==> config.mk <==
export PLATFORM = sky130hd
export DESIGN_NAME = dbi_codec
export DESIGN_NICKNAME = d
export VERILOG_FILES = /design/src/rtl/dbi_codec.sv
export SDC_FILE = /design/constraint.sdc
export NUM_CORES = 1
export LEC_CHECK = 0
export BUFFER_PORTS_ARGS = -buffer_cell sky130_fd_sc_hd__buf_2
export CAP_MARGIN = 10
export CORE_MARGIN = 2
export CORE_UTILIZATION = 30
export CTS_CLUSTER_DIAMETER = 100
export CTS_CLUSTER_SIZE = 28
export DETAILED_ROUTE_END_ITERATION = 10
export PLACE_DENSITY_LB_ADDON = 0.12
export SLEW_MARGIN = 20
export SYNTH_ARGS = -nofsm -noshare
export SYNTH_HDL_FRONTEND = slang
export SYNTH_SLANG_ARGS = --single-unit
==> constraint.sdc <==
create_clock -name clk -period 6 [get_ports clk]
set_input_delay 0.3 -clock clk [delete_from_list [all_inputs] [get_ports clk]]
set_output_delay 0.3 -clock clk [all_outputs]
set_load 0.005 [all_outputs]
==> src/rtl/dbi_codec.sv <==
module dbi_codec #(
  parameter int GROUPS = 4,
  parameter int GW     = 16
) (
  input  logic                 clk,
  input  logic                 rst_n,
  input  logic                 tx_valid,
  input  logic [GROUPS*GW-1:0] tx_data,
  output logic [GROUPS*GW-1:0] tx_wire_n,
  output logic [GROUPS-1:0]    tx_flag_n,
  output logic                 tx_rdy_n,
  input  logic [GROUPS*GW-1:0] rx_wire_n,
  input  logic [GROUPS-1:0]    rx_flag_n,
  output logic [GROUPS*GW-1:0] rx_data
);
  localparam int W    = GROUPS * GW;
  localparam int HALF = GW / 2;

  function automatic int unsigned ones(input logic [GW-1:0] v);
    int unsigned n = 0;
    for (int i = 0; i < GW; i++) n += int'(v[i]);
    return n;
  endfunction

  logic [W-1:0]      wire_q, wire_d;
  logic [GROUPS-1:0] flag_q, flag_d;
  logic              rdy_q;

  for (genvar g = 0; g < GROUPS; g++) begin : g_lane
    logic [GW-1:0] plain;
    logic          inv;
    assign plain = ~tx_data[g*GW +: GW];
    assign inv   = ones(plain ^ wire_q[g*GW +: GW]) > HALF;
    assign wire_d[g*GW +: GW] = inv ? ~plain : plain;
    assign flag_d[g] = ~inv;
    assign rx_data[g*GW +: GW] = ~(rx_wire_n[g*GW +: GW] ^ {GW{~rx_flag_n[g]}});

    a_r3_lane_swing: assert property (@(posedge clk) disable iff (!rst_n)
      !tx_rdy_n |-> $countones(tx_wire_n[g*GW +: GW] ^ $past(tx_wire_n[g*GW +: GW])) <= HALF);

    a_r3_flag_threshold: assert property (@(posedge clk) disable iff (!rst_n)
      !tx_rdy_n |-> ((!tx_flag_n[g]) ==
        ($countones(~$past(tx_data[g*GW +: GW]) ^ $past(tx_wire_n[g*GW +: GW])) > HALF)));

    a_r4_roundtrip: assert property (@(posedge clk) disable iff (!rst_n)
      !tx_rdy_n |-> ((tx_wire_n[g*GW +: GW] ^ {GW{~tx_flag_n[g]}}) == ~$past(tx_data[g*GW +: GW])));
  end

  always_ff @(posedge clk) begin
    if (!rst_n) begin
      wire_q <= '1;
      flag_q <= '1;
      rdy_q  <= 1'b1;
    end else begin
      rdy_q <= ~tx_valid;
      if (tx_valid) begin
        wire_q <= wire_d;
        flag_q <= flag_d;
      end
    end
  end

  assign tx_wire_n = wire_q;
  assign tx_flag_n = flag_q;
  assign tx_rdy_n  = rdy_q;

  a_r6_idle_hold: assert property (@(posedge clk) disable iff (!rst_n)
    tx_rdy_n |-> ($stable(tx_wire_n) && $stable(tx_flag_n)));

  a_r5_ready_follows_valid: assert property (@(posedge clk) disable iff (!rst_n)
    $past(rst_n) |-> (tx_rdy_n == !$past(tx_valid)));
endmodule

* Yosys cells after proc, flatten, opt, wreduce, memory -nomap -nowiden
Cells that the tools add are included.
Widths: inputs -> output; s select.
** Word-level totals
- RAM bits :: 0
- ROM bits :: 0
- Bits in latches :: 0
- Register bits after elaboration :: 69
- Memories :: 0
** Operators by class
- Eq/ne operators :: 0
- $lt $le $gt $ge :: 4
- Muxes and demuxes :: 4
- Add/sub/neg operators :: 60
- Reduce and logical (&&, ||, !) cells :: 0
- Divide/modulo/power cells :: 0
- Bitwise operators :: 29
- Multipliers :: 0
- Shift operators :: 0
** Operator list (count)
- $not 16->16 :: 12
- $xor 16x16->16 :: 8
- $add 15x1->16 :: 4
- $gt 16x4->1 const B :: 4
- $mux 16 :: 4
- $add 14x1->15 :: 4
- $add 13x1->14 :: 4
- $add 12x1->13 :: 4
- $add 11x1->12 :: 4
- $add 10x1->11 :: 4
- $add 9x1->10 :: 4
- $add 8x1->9 :: 4
- $add 7x1->8 :: 4
- $add 6x1->7 :: 4
- $add 5x1->6 :: 4
- $add 4x1->5 :: 4
- $add 3x1->4 :: 4
- $add 2x1->3 :: 4
- $not 1->1 :: 9
- $add 1x1->2 :: 4

* Depth between registers and ports, before layout
Gate-level depths: netlist (run 1).
- Depth in word-level cells :: 19
- Depth in mapped cells :: 17

* Worst setup path after synthesis (run 1)
OpenSTA, ideal clock, no wires.
- Kind :: reg2reg
- From :: reg wire_q[16], in the netlist tx_wire_n[16]
- To :: reg wire_q[17], in the netlist tx_wire_n[17]
- Path buffers :: 1
- Stages on the path, launching flop included :: 18
- Data required time :: 5.872 ns
- Arrival time :: 4.645 ns
- Setup slack :: 1.228 ns
- Cells stage by stage :: dfxtp_1 xor2_1 fa_1 inv_1 fa_1 fa_1 inv_1 fa_1 inv_1 ha_1 inv_1 fa_1 nor4b_1 a41o_1 a211oi_4 buf_6 xor2_1 o21ai_1
** Between the ends
- Longest elaborated chain between the ends :: 18
** Ends and longest elaborated chain
- start: declaration :: line 25 : logic [W-1:0] wire_q, wire_d;
- start signal: assignment :: line 57 : wire_q <= wire_d;
- $xor 16x16->16 :: line 33 : assign inv = ones(plain ^ wire_q[g*GW +: GW]) > HALF;
- $add 1x1->2 :: line 21 : for (int i = 0; i < GW; i++) n += int'(v[i]);
- $add 2x1->3 :: line 21
- $add 3x1->4 :: line 21
- $add 4x1->5 :: line 21
- $add 5x1->6 :: line 21
- $add 6x1->7 :: line 21
- $add 7x1->8 :: line 21
- [2 not listed]
- $add 10x1->11 :: line 21
- $add 11x1->12 :: line 21
- $add 12x1->13 :: line 21
- $add 13x1->14 :: line 21
- $add 14x1->15 :: line 21
- $add 15x1->16 :: line 21
- $gt 16x4->1 :: line 33
- $mux 16 :: line 34 : assign wire_d[g*GW +: GW] = inv ? ~plain : plain;
Every way passes these cells.
A chain may end at the register's enable or synchronous reset.

* Worst setup path after layout (run 1)
- From :: reg wire_q[0], in the netlist tx_wire_n[0]
- To :: reg wire_q[13], in the netlist tx_wire_n[13]
Same word-level chain as after synthesis.

==> metrics.txt, run 1 <==
# TYPE chip_impl_metric gauge
chip_impl_metric{name="synth_compound_gate_area_share",unit="%"} 15.9
chip_impl_info{name="critical_path.endpoint_type",value="flip-flop"} 1
chip_impl_metric{name="antenna_found_initial",unit=""} 0
chip_impl_metric{name="synth_area_per_cell",unit="sq um"} 8.59
chip_impl_metric{name="share_of_final_layout_standard_cells_stronger_than_drive_strength_1",unit="%"} 33.0
chip_impl_info{name="rsz0062_at_grt",value="false"} 1
chip_impl_metric{name="vias_per_cell",unit=""} 4.48
chip_impl_info{name="result_of_the_run",value="complete, no violations"} 1
chip_impl_metric{name="first_pass_grt_wire_length",unit="mm"} 26.2
chip_impl_metric{name="cts.reportedPaths.clkPinSlew",unit="ns"} 0.06
chip_impl_metric{name="place_congestion",unit=""} 0.709
chip_impl_metric{name="required",unit="ns"} 6.24
chip_impl_metric{name="synth_edf_count",unit=""} 0
chip_impl_info{name="yosys.cell_count.top_type",value="xor2_1"} 1
chip_impl_metric{name="ys_seq_elements",unit=""} 69
chip_impl_metric{name="synth.cell_area",unit="sq mm"} 0.00608
chip_impl_metric{name="whs_path_depth",unit=""} 3
chip_impl_metric{name="drt-initial-drc-count",unit=""} 121
chip_impl_info{name="hp-start",value="tx_data[21]"} 1
chip_impl_metric{name="asyncSetResetFlopFracSynth",unit="%"} 0
chip_impl_info{name="cts_tree",value="built"} 1
chip_impl_metric{name="finalNetCount",unit=""} 1139
chip_impl_metric{name="yosysUniqueCellTypes",unit=""} 39
chip_impl_metric{name="syn_nets",unit=""} 902
chip_impl_metric{name="drt.antenna.violating_nets",unit=""} 0
chip_impl_metric{name="detailedRoute.firstPassIterationCount",unit=""} 4
chip_impl_metric{name="synthAdderAreaFrac",unit="%"} 17.3
chip_impl_metric{name="dr_total_vias",unit=""} 5466
chip_impl_metric{name="die_h",unit="um"} 146
chip_impl_metric{name="die-width",unit="um"} 146
chip_impl_metric{name="nFillCells",unit=""} 2169
chip_impl_metric{name="place_inst",unit=""} 1203
chip_impl_info{name="synth.top_cells.by_count",value="xor2_1 (116), dfxtp_1 (69), inv_1 (65)"} 1
chip_impl_metric{name="tightestPinTransition",unit="ns"} 0.962
chip_impl_metric{name="synthXorXnorAreaFrac",unit="%"} 23.1
chip_impl_metric{name="post_cts.repair.setup_buffers",unit=""} 0
chip_impl_metric{name="globalRoute.totalOverflow",unit=""} 0
chip_impl_metric{name="detail_route.drc_violations",unit=""} 0
chip_impl_metric{name="yosys_warnings",unit=""} 0
chip_impl_info{name="main_synth_ff_type",value="dfxtp_1"} 1
chip_impl_info{name="min_path_type",value="in2reg"} 1
chip_impl_metric{name="htree_levels",unit=""} 3
chip_impl_info{name="crit_path_start_kind",value="flip-flop"} 1
chip_impl_info{name="worst_r2r_endpoint",value="tx_wire_n[13]"} 1
chip_impl_metric{name="floorplan.core_area",unit="sq mm"} 0.0200
chip_impl_metric{name="layout_min_cycle_time",unit="ns"} 5.07
chip_impl_metric{name="cts_max_path_bufs",unit=""} 2
chip_impl_metric{name="totalNegativeSetupSlack",unit="ns"} 0
chip_impl_metric{name="muxShareOfSynthArea",unit="%"} 0
chip_impl_info{name="critical_path_class",value="reg2reg"} 1
chip_impl_info{name="reg_to_reg_start",value="tx_wire_n[0]"} 1
chip_impl_metric{name="synth.yosys.seq_area_share",unit="%"} 22.7
chip_impl_metric{name="io_buffer_count",unit=""} 267
chip_impl_info{name="synth_top_family_by_area",value="XOR/XNOR gates"} 1
chip_impl_metric{name="totalWireLength",unit="mm"} 15.7
chip_impl_metric{name="num_rows",unit=""} 52
chip_impl_metric{name="cts_inserted_buffers",unit=""} 9
chip_impl_metric{name="worst_clock_skew",unit="ns"} 0.00493
chip_impl_metric{name="syn2layout_area_growth",unit="%"} 31.2
chip_impl_info{name="hold-path-endpoint",value="tx_wire_n[21]"} 1
chip_impl_metric{name="timing.slew.headroom",unit="%"} 35.9
chip_impl_metric{name="max_cap_violations",unit=""} 0
chip_impl_metric{name="antennaDiodeCount",unit=""} 0
chip_impl_metric{name="dp.final_hpwl",unit="mm"} 11.7
chip_impl_metric{name="number_of_global_route_vias_before_repair",unit=""} 5279
chip_impl_metric{name="post_synth_and_or_nand_nor_area_fraction",unit="%"} 13.6
chip_impl_info{name="clock-root-buffer",value="clkbuf_16"} 1
chip_impl_metric{name="die_area",unit="sq mm"} 0.0214
chip_impl_metric{name="yosysTopAreaCellShare",unit="%"} 22.7
chip_impl_metric{name="min_period_over_period",unit="%"} 84.4
chip_impl_metric{name="slew_viol_final",unit=""} 0
chip_impl_info{name="synth_largest_area_cell",value="dfxtp_1"} 1
chip_impl_metric{name="hold_buffers",unit=""} 0
chip_impl_metric{name="rr_worst_depth",unit=""} 17
chip_impl_metric{name="finalSetupViolCount",unit=""} 0
chip_impl_info{name="synth_top_cells_by_area",value="dfxtp_1 (23%), xor2_1 (17%), fa_1 (13%)"} 1
chip_impl_metric{name="tritoncts_num_sinks",unit=""} 69
chip_impl_metric{name="global_route.usage.total",unit="%"} 15.0
chip_impl_metric{name="clk_latency",unit="ns"} 0.34
chip_impl_metric{name="routed_wire_length_per_instance",unit="um"} 12.9
chip_impl_metric{name="io-pin-count",unit=""} 268
chip_impl_metric{name="grt_start_max_net_pins",unit=""} 102
chip_impl_metric{name="initial_core_util",unit="%"} 30.3
chip_impl_metric{name="synthesis.instances",unit=""} 707
chip_impl_metric{name="timing.final.hold_violations",unit=""} 0
chip_impl_metric{name="post_cts_resize_count",unit=""} 0
chip_impl_metric{name="reg2reg_setup_slack",unit="ns"} 0.93
chip_impl_metric{name="data_arrival_critical_path",unit="ns"} 5.30
chip_impl_metric{name="final_cells",unit=""} 1219
chip_impl_metric{name="max_freq",unit="GHz"} 0.197
chip_impl_metric{name="critPathMaxFanout",unit=""} 23
==> critical path, stage by stage (launching register included) <==
cell and delay [ns]:
dfxtp_1 0.33, xor2_1 0.19, fa_1 0.55, inv_1 0.06, fa_1 0.50, fa_1 0.54
inv_1 0.05, fa_1 0.52, inv_1 0.04, ha_1 0.20, inv_1 0.07, fa_1 0.41
nor3b_1 0.17, a32oi_1 0.24, o32ai_4 0.25, buf_4 0.24, or3_1 0.35, a31o_2 0.23
==> per-stage QoR <==
stage / area [sq um] / setup slack (ns) / hold WS (ns) / util (%)
after CTS: 7960 / 0.703 / 0.238 / 39.7
after global routing: 7970 / 0.625 / 0.246 / 39.8
after global placement: 7620 / 0.667 / 0.463 / 38.0
final: 7970 / 0.933 / 0.252 / 39.8
after floorplan: 6080 / 1.23 / 0.468 / -
after detailed placement: 7620 / 0.613 / 0.477 / 38.0
==> kinds of logic after synthesis <==
group | after synthesis
DFF | 69
and+or+nand+nor | 154
buffers and inverters | 115
AOI/OAI and AO/OA | 149
xor gates and xnor gates | 160
adders and majority gates | 60
==> state kept, by name (all words and copies together) (netlist names) <==
name,count
tx_rdy_n,1
tx_flag_n,4
tx_wire_n,64
==> area by class of cell <==
| cell class | instances | area, sq um | share of cell area (%) |
|---|---|---|---|
| clock inverters | 6 | 111 | 1.40 |
| clock buffers | 10 | 229 | 2.87 |
| flip-flops and latches | 69 | 1380 | 17.3 |
| well taps | 270 | 338 | 4.24 |
| repair buffers | 276 | 1400 | 17.6 |
| inverters | 65 | 244 | 3.06 |
| multi-input cells | 523 | 4260 | 53.5 |
==> worst max path at each step <==
stage | start | end | slack [ns] | cells after the start
after detailed placement | tx_data[0] | tx_wire_n[15] | 0.61 | 18
after CTS | tx_wire_n[0] | tx_wire_n[13] | 0.70 | 17
after global placement | tx_data[0] | tx_wire_n[15] | 0.67 | 18
final | tx_wire_n[0] | tx_wire_n[13] | 0.93 | 17
after floorplan | tx_wire_n[16] | tx_wire_n[17] | 1.23 | 17
after global routing | tx_wire_n[0] | tx_wire_n[13] | 0.62 | 17
==> layer usage <==
| layer | wire length (um) | vias to the layer above | GRT usage (%) |
|---|---|---|---|
| met5 | 0 | - | 0 |
| met4 | 168 | 0 | 3.93 |
| met3 | 918 | 11 | 3.47 |
| met2 | 7370 | 155 | 25.1 |
| met1 | 7240 | 2506 | 19.4 |
| li1 | - | 2794 | - |
==> placed cells by master, fill, tap and decap left out, drive strengths merged, types with 2 or more instances in the layout <==
cell     instances
xor2           116
fa              40
buf            276
nor2b            2
nand2           21
bufinv           3
nand4bb          4
a21boi          32
nand3           17
or2              2
a211oi           3
and3            17
ha              20
o21ai           82
o211ai           2
nor3            16
inv             65
xnor2           44
a31o            17
or3             16
clkinv           2
clkbuf          10
nor4b            2
a41o             2
nor3b           17
nor2            37
a31oi            3
a21o             4
dfxtp           69
Power of run 1 is not shown: default switching activity piles up to over one toggle a cycle in this logic, so the estimate is an artifact.
==> run 2: changes to the inputs <==
ABC_AREA = 1   (was default)
clock period = 4.8 ns   (was 6 ns; I/O delays follow)
==> metrics.txt, run 2 <==
# TYPE chip_impl_metric gauge
chip_impl_info{name="result_of_the_run",value="complete, no violations"} 1
chip_impl_metric{name="antennaDiodeCount",unit=""} 0
chip_impl_metric{name="synthAdderAreaFrac",unit="%"} 16.8
chip_impl_info{name="main_synth_ff_type",value="dfxtp_1"} 1
chip_impl_metric{name="vias_per_cell",unit=""} 4.41
chip_impl_metric{name="ys_seq_elements",unit=""} 69
chip_impl_metric{name="synth_edf_count",unit=""} 0
chip_impl_metric{name="layout_min_cycle_time",unit="ns"} 4.43
chip_impl_metric{name="global_route.usage.total",unit="%"} 16.6
chip_impl_metric{name="required",unit="ns"} 5.09
chip_impl_metric{name="synth.yosys.seq_area_share",unit="%"} 22.1
chip_impl_metric{name="yosysUniqueCellTypes",unit=""} 20
chip_impl_info{name="synth_top_family_by_area",value="simple AND/OR/NAND/NOR gates"} 1
chip_impl_metric{name="grt_start_max_net_pins",unit=""} 66
chip_impl_metric{name="post_cts_resize_count",unit=""} 0
chip_impl_metric{name="slew_viol_final",unit=""} 0
chip_impl_metric{name="dp.final_hpwl",unit="mm"} 13.7
chip_impl_info{name="critical_path.endpoint_type",value="flip-flop"} 1
chip_impl_metric{name="cts.reportedPaths.clkPinSlew",unit="ns"} 0.06
chip_impl_info{name="reg_to_reg_start",value="tx_wire_n[16]"} 1
chip_impl_metric{name="die_h",unit="um"} 148
chip_impl_metric{name="worst_clock_skew",unit="ns"} 0.00857
chip_impl_metric{name="synth.cell_area",unit="sq mm"} 0.00626
chip_impl_metric{name="synthesis.instances",unit=""} 821
chip_impl_metric{name="htree_levels",unit=""} 3
chip_impl_info{name="hp-start",value="rst_n"} 1
chip_impl_metric{name="globalRoute.totalOverflow",unit=""} 0
chip_impl_metric{name="rr_worst_depth",unit=""} 19
chip_impl_metric{name="muxShareOfSynthArea",unit="%"} 0
chip_impl_metric{name="largest_register_ffs",unit=""} 64
chip_impl_metric{name="first_pass_grt_wire_length",unit="mm"} 29.1
chip_impl_info{name="mostFrequentLayoutCell",value="buf_2"} 1
chip_impl_metric{name="dr_total_vias",unit=""} 5924
chip_impl_metric{name="num_rows",unit=""} 52
chip_impl_metric{name="hold_buffers",unit=""} 0
chip_impl_metric{name="synth_area_per_cell",unit="sq um"} 7.62
chip_impl_info{name="worst_r2r_endpoint",value="tx_wire_n[26]"} 1
chip_impl_metric{name="initial_core_util",unit="%"} 30.7
chip_impl_info{name="synth.top_cells.by_count",value="nand3_1 (136), inv_1 (124), nand2_1 (113)"} 1
chip_impl_metric{name="critPathMaxFanout",unit=""} 17
chip_impl_info{name="worstSetupStartpoint",value="tx_wire_n[16]"} 1
chip_impl_metric{name="reg2reg_setup_slack",unit="ns"} 0.37
chip_impl_info{name="critical_path_class",value="reg2reg"} 1
chip_impl_metric{name="place_inst",unit=""} 1329
chip_impl_metric{name="cts_inserted_buffers",unit=""} 9
chip_impl_metric{name="drt.antenna.violating_nets",unit=""} 0
chip_impl_metric{name="cts_max_path_bufs",unit=""} 2
chip_impl_metric{name="number_of_global_route_vias_before_repair",unit=""} 5782
chip_impl_metric{name="totalNegativeSetupSlack",unit="ns"} 0
chip_impl_metric{name="finalNetCount",unit=""} 1265
chip_impl_metric{name="finalHoldWorstSlack",unit="ns"} 0.0838
chip_impl_metric{name="yosysTopAreaCellShare",unit="%"} 22.1
chip_impl_metric{name="max_freq",unit="GHz"} 0.226
chip_impl_metric{name="routed_wire_length_per_instance",unit="um"} 13.5
chip_impl_info{name="synth_largest_area_cell",value="dfxtp_1"} 1
chip_impl_metric{name="data_arrival_critical_path",unit="ns"} 4.71
chip_impl_metric{name="post_cts.repair.setup_buffers",unit=""} 0
chip_impl_metric{name="die_area",unit="sq mm"} 0.0220
chip_impl_metric{name="clk_latency",unit="ns"} 0.35
chip_impl_info{name="yosys.cell_count.top_type",value="nand3_1"} 1
chip_impl_info{name="clock-root-buffer",value="clkbuf_16"} 1
chip_impl_metric{name="share_of_final_layout_standard_cells_stronger_than_drive_strength_1",unit="%"} 33.0
chip_impl_info{name="synth_top_cells_by_area",value="dfxtp_1 (22%), fa_1 (13%), xor2_1 (12%)"} 1
chip_impl_metric{name="die-width",unit="um"} 148
chip_impl_info{name="min_path_type",value="in2reg"} 1
chip_impl_metric{name="post_synth_and_or_nand_nor_area_fraction",unit="%"} 25.2
chip_impl_metric{name="antenna_found_initial",unit=""} 0
chip_impl_info{name="hold-path-endpoint",value="tx_rdy_n"} 1
chip_impl_metric{name="place_congestion",unit=""} 0.773
chip_impl_metric{name="floorplan.core_area",unit="sq mm"} 0.0204
chip_impl_metric{name="tightestPinTransition",unit="ns"} 0.858
chip_impl_metric{name="detail_route.drc_violations",unit=""} 0
chip_impl_metric{name="whs_path_depth",unit=""} 2
chip_impl_metric{name="final_cells",unit=""} 1344
chip_impl_metric{name="synth_compound_gate_area_share",unit="%"} 6.40
chip_impl_info{name="cts_tree",value="built"} 1
chip_impl_metric{name="drt-initial-drc-count",unit=""} 183
chip_impl_metric{name="tritoncts_num_sinks",unit=""} 69
chip_impl_metric{name="min_period_over_period",unit="%"} 92.2
chip_impl_metric{name="io_buffer_count",unit=""} 267
chip_impl_metric{name="timing.final.hold_violations",unit=""} 0
chip_impl_metric{name="asyncSetResetFlopFracSynth",unit="%"} 0
chip_impl_metric{name="detailedRoute.firstPassIterationCount",unit=""} 6
chip_impl_metric{name="synthXorXnorAreaFrac",unit="%"} 17.9
chip_impl_metric{name="finalSetupViolCount",unit=""} 0
chip_impl_info{name="rsz0062_at_grt",value="false"} 1
chip_impl_metric{name="io-pin-count",unit=""} 268
chip_impl_metric{name="yosys_warnings",unit=""} 0
chip_impl_info{name="crit_path_start_kind",value="flip-flop"} 1
chip_impl_info{name="layout.cells.most_common_list",value="buf_2 (267), nand3_1 (136), inv_1 (124), nand2_1 (113), xor2_1 (84)"} 1
chip_impl_metric{name="syn_nets",unit=""} 1016
chip_impl_metric{name="totalWireLength",unit="mm"} 18.2
chip_impl_metric{name="timing.slew.headroom",unit="%"} 42.7
chip_impl_metric{name="syn2layout_area_growth",unit="%"} 28.8
chip_impl_metric{name="max_cap_violations",unit=""} 0
==> run 2: layer usage <==
| metal | vias up | share of wire (%) | track usage [%] |
|---|---|---|---|
| li1 | 3057 | - | - |
| met1 | 2648 | 45 | 20.9 |
| met2 | 201 | 48 | 28.5 |
| met3 | 18 | 6.1 | 3.47 |
| met4 | 0 | 1.5 | 5.24 |
| met5 | - | 0 | 0 |
==> run 2: kinds of logic after synthesis <==
logic type	Yosys count
compound gates	80
xor+xnor	128
fa+ha+maj	60
simple gates	313
flops	69
buf+inv	171
==> run 2: how the worst max path moves through the flow <==
stage / to / slack (ns)
CTS: tx_wire_n[26] / 0.32
finish: tx_wire_n[26] / 0.37
detailed placement: tx_wire_n[29] / 0.33
global placement: tx_wire_n[35] / 0.35
global route: tx_wire_n[16] / 0.07
floorplan: tx_wire_n[39] / 0.64
==> run 2: final cells by class <==
type                            instances  area (sq um)
Timing Repair Buffer                  279          1430
Clock buffer                           14           274
Inverter                              130           488
Tap cell                              270           338
Fill cell                            2151         12300
Sequential cell                        69          1380
Clock inverter                          1          5.00
Multi-Input combinational cell        581          4150
==> run 2: worst max-delay path, cell delays in order, from the launching register on <==
cell,delay [ns]
dfxtp_1,0.33
xor2_1,0.18
fa_1,0.55
inv_1,0.07
fa_1,0.50
fa_1,0.54
inv_1,0.05
fa_1,0.46
inv_1,0.07
ha_1,0.19
inv_1,0.06
fa_1,0.47
inv_1,0.04
nor2_1,0.14
nand3_2,0.10
nand3_4,0.16
nand2_4,0.19
nand2_1,0.11
nand3_1,0.07
nand2_1,0.09
==> run 2: per-stage QoR <==
step | instance area (sq um) | worst slack, ns | util, %
after CTS | 8070 | 0.319 | 39.6
after detailed placement | 7790 | 0.327 | 38.2
after global placement | 7790 | 0.352 | 38.2
after floorplan | 6260 | 0.645 | -
final | 8070 | 0.375 | 39.6
after global routing | 8070 | 0.0708 | 39.6
Power of run 2 is left out for the same reason.
==> run 3: changes to the inputs <==
REMOVE_ABC_BUFFERS = 1   (was default)
==> metrics.txt, run 3 (synthesis gave the netlist of run 2 again) <==
# TYPE chip_impl_metric gauge
chip_impl_metric{name="timing.final.hold_violations",unit=""} 0
chip_impl_metric{name="cts_max_path_bufs",unit=""} 2
chip_impl_info{name="mostFrequentLayoutCell",value="buf_2"} 1
chip_impl_metric{name="cts_inserted_buffers",unit=""} 9
chip_impl_metric{name="io_buffer_count",unit=""} 267
chip_impl_metric{name="first_pass_grt_wire_length",unit="mm"} 28.4
chip_impl_metric{name="nFillCells",unit=""} 2157
chip_impl_metric{name="slew_viol_final",unit=""} 0
chip_impl_metric{name="timing.slew.headroom",unit="%"} 42.7
chip_impl_metric{name="max_cap_violations",unit=""} 0
chip_impl_metric{name="totalNegativeSetupSlack",unit="ns"} 0
chip_impl_info{name="critical_path.endpoint_type",value="flip-flop"} 1
chip_impl_info{name="hp-start",value="rst_n"} 1
chip_impl_metric{name="initial_core_util",unit="%"} 30.7
chip_impl_metric{name="finalSetupViolCount",unit=""} 0
chip_impl_metric{name="drt.antenna.violating_nets",unit=""} 0
chip_impl_info{name="timing.critical_path.slowest_stage_cell",value="fa_1"} 1
chip_impl_metric{name="data_arrival_critical_path",unit="ns"} 4.74
chip_impl_info{name="worstSetupStartpoint",value="tx_wire_n[48]"} 1
chip_impl_info{name="result_of_the_run",value="complete, no violations"} 1
chip_impl_metric{name="tightestPinTransition",unit="ns"} 0.860
chip_impl_metric{name="detailedRoute.firstPassIterationCount",unit=""} 5
chip_impl_metric{name="share_of_final_layout_standard_cells_stronger_than_drive_strength_1",unit="%"} 33.1
chip_impl_metric{name="post_cts_resize_count",unit=""} 0
chip_impl_metric{name="htree_levels",unit=""} 3
chip_impl_metric{name="detail_route.drc_violations",unit=""} 0
chip_impl_metric{name="die-width",unit="um"} 148
chip_impl_metric{name="place_congestion",unit=""} 0.738
chip_impl_metric{name="global_route.usage.total",unit="%"} 15.9
chip_impl_info{name="reg_to_reg_start",value="tx_wire_n[48]"} 1
chip_impl_info{name="crit_path_start_kind",value="flip-flop"} 1
chip_impl_info{name="layout.cells.most_common_list",value="buf_2 (267), nand3_1 (136), inv_1 (124), nand2_1 (113), xor2_1 (84)"} 1
chip_impl_metric{name="routed_wire_length_per_instance",unit="um"} 13.0
chip_impl_metric{name="hold_buffers",unit=""} 0
chip_impl_metric{name="die_h",unit="um"} 148
chip_impl_metric{name="antennaDiodeCount",unit=""} 0
chip_impl_metric{name="min_period_over_period",unit="%"} 93.8
chip_impl_metric{name="totalWireLength",unit="mm"} 17.5
chip_impl_metric{name="grt_start_max_net_pins",unit=""} 69
chip_impl_metric{name="num_rows",unit=""} 52
chip_impl_metric{name="number_of_global_route_vias_before_repair",unit=""} 5615
chip_impl_metric{name="dp.final_hpwl",unit="mm"} 12.7
chip_impl_info{name="cts_tree",value="built"} 1
chip_impl_metric{name="timing.critical_path.buf_inv",unit=""} 5
chip_impl_metric{name="max_freq",unit="GHz"} 0.222
chip_impl_metric{name="globalRoute.totalOverflow",unit=""} 0
chip_impl_metric{name="critPathMaxFanout",unit=""} 17
chip_impl_metric{name="io-pin-count",unit=""} 268
chip_impl_metric{name="cts.reportedPaths.clkPinSlew",unit="ns"} 0.06
chip_impl_info{name="clock-root-buffer",value="clkbuf_16"} 1
chip_impl_metric{name="worst_clock_skew",unit="ns"} 0.00742
chip_impl_metric{name="clk_latency",unit="ns"} 0.35
chip_impl_metric{name="antenna_found_initial",unit=""} 0
chip_impl_info{name="worstPathCellList",value="xor2_1, fa_1, inv_1, fa_1, fa_1, inv_1, fa_1, inv_1, ha_1, inv_1, fa_1, inv_1, nor2_1, nand3_2, nand3_4, nand2_4, nand2_1, nand3_1, nand2_1"} 1
chip_impl_metric{name="drt-initial-drc-count",unit=""} 191
chip_impl_metric{name="highest_cell_delay_on_the_worst_timing_path",unit="ns"} 0.55
chip_impl_metric{name="layout_min_cycle_time",unit="ns"} 4.50
chip_impl_metric{name="post_cts.repair.setup_buffers",unit=""} 0
chip_impl_info{name="rsz0062_at_grt",value="false"} 1
chip_impl_metric{name="die_area",unit="sq mm"} 0.0220
chip_impl_metric{name="dr_total_vias",unit=""} 5877
chip_impl_info{name="cp_top_family",value="adder cells"} 1
chip_impl_metric{name="syn2layout_area_growth",unit="%"} 29.9
chip_impl_metric{name="floorplan.core_area",unit="sq mm"} 0.0204
chip_impl_info{name="critical_path_class",value="reg2reg"} 1
chip_impl_metric{name="reg2reg_setup_slack",unit="ns"} 0.30
chip_impl_metric{name="vias_per_cell",unit=""} 4.37
chip_impl_metric{name="tritoncts_num_sinks",unit=""} 69
chip_impl_metric{name="finalNetCount",unit=""} 1264
chip_impl_info{name="min_path_type",value="in2reg"} 1
chip_impl_metric{name="required",unit="ns"} 5.04
chip_impl_metric{name="largest_register_ffs",unit=""} 64
run 3: cell types whose count changed in the layout (fill, tap and decap cells not counted):
| cell | change |
|---|---|
| clkbuf_8 | -2 |
| clkinv_4 | +2 |
| clkinv_2 | -1 |
| buf_4 | -1 |
| bufinv_16 | +3 |
| clkbuf_1 | -1 |
run 3: worst register-to-register path, cell delays in order (launching register included):
cell,delay (ns)
dfxtp_1,0.34
xor2_1,0.21
fa_1,0.55
inv_1,0.06
fa_1,0.51
fa_1,0.55
inv_1,0.06
fa_1,0.53
inv_1,0.04
ha_1,0.22
inv_1,0.08
fa_1,0.40
inv_1,0.06
nor2_1,0.04
nand3_2,0.07
nand3_4,0.17
nand2_4,0.28
nand2_1,0.10
nand3_1,0.08
nand2_1,0.06
run 3: layout make-up:
cell class | count | area (sq um) | share of cell area (%)
multi-input cells | 581 | 4150 | 51.1
repair buffers | 278 | 1420 | 17.5
flip-flops and latches | 69 | 1380 | 17.0
inverters | 130 | 488 | 6.00
well taps | 270 | 338 | 4.16
clock buffers | 11 | 243 | 2.99
clock inverters | 5 | 108 | 1.32
run 3: metal layers:
layer	GRT usage, %	routed length [um]	up-vias
li1	-	-	3057
met1	20.8	8170	2690
met2	26.8	8330	121
met3	4.26	887	9
met4	2.62	121	0
met5	0	0	-
run 3: final timing paths:
path,to,cells past startpoint
worst max-delay path,tx_wire_n[51],19
worst min-delay path,tx_rdy_n,2
worst max register to register,tx_wire_n[51],19
worst min register to register,tx_flag_n[3],2
run 3: metrics by stage:
stage          setup WS (ns)  cells  hold WS [ns]  utilization (%)  instance area, sq um
6_report               0.298   1344        0.0757             39.9                  8130
5_1_grt               0.0391   1344        0.0783             39.9                  8130
3_3_place_gp           0.269   1328         0.430             38.2                  7780
3_5_place_dp           0.251   1328         0.444             38.2                  7780
4_1_cts                0.266   1344        0.0562             39.9                  8130
2_1_floorplan          0.606    780         0.302                -                  6020
Power of run 3 is left out for the same reason.
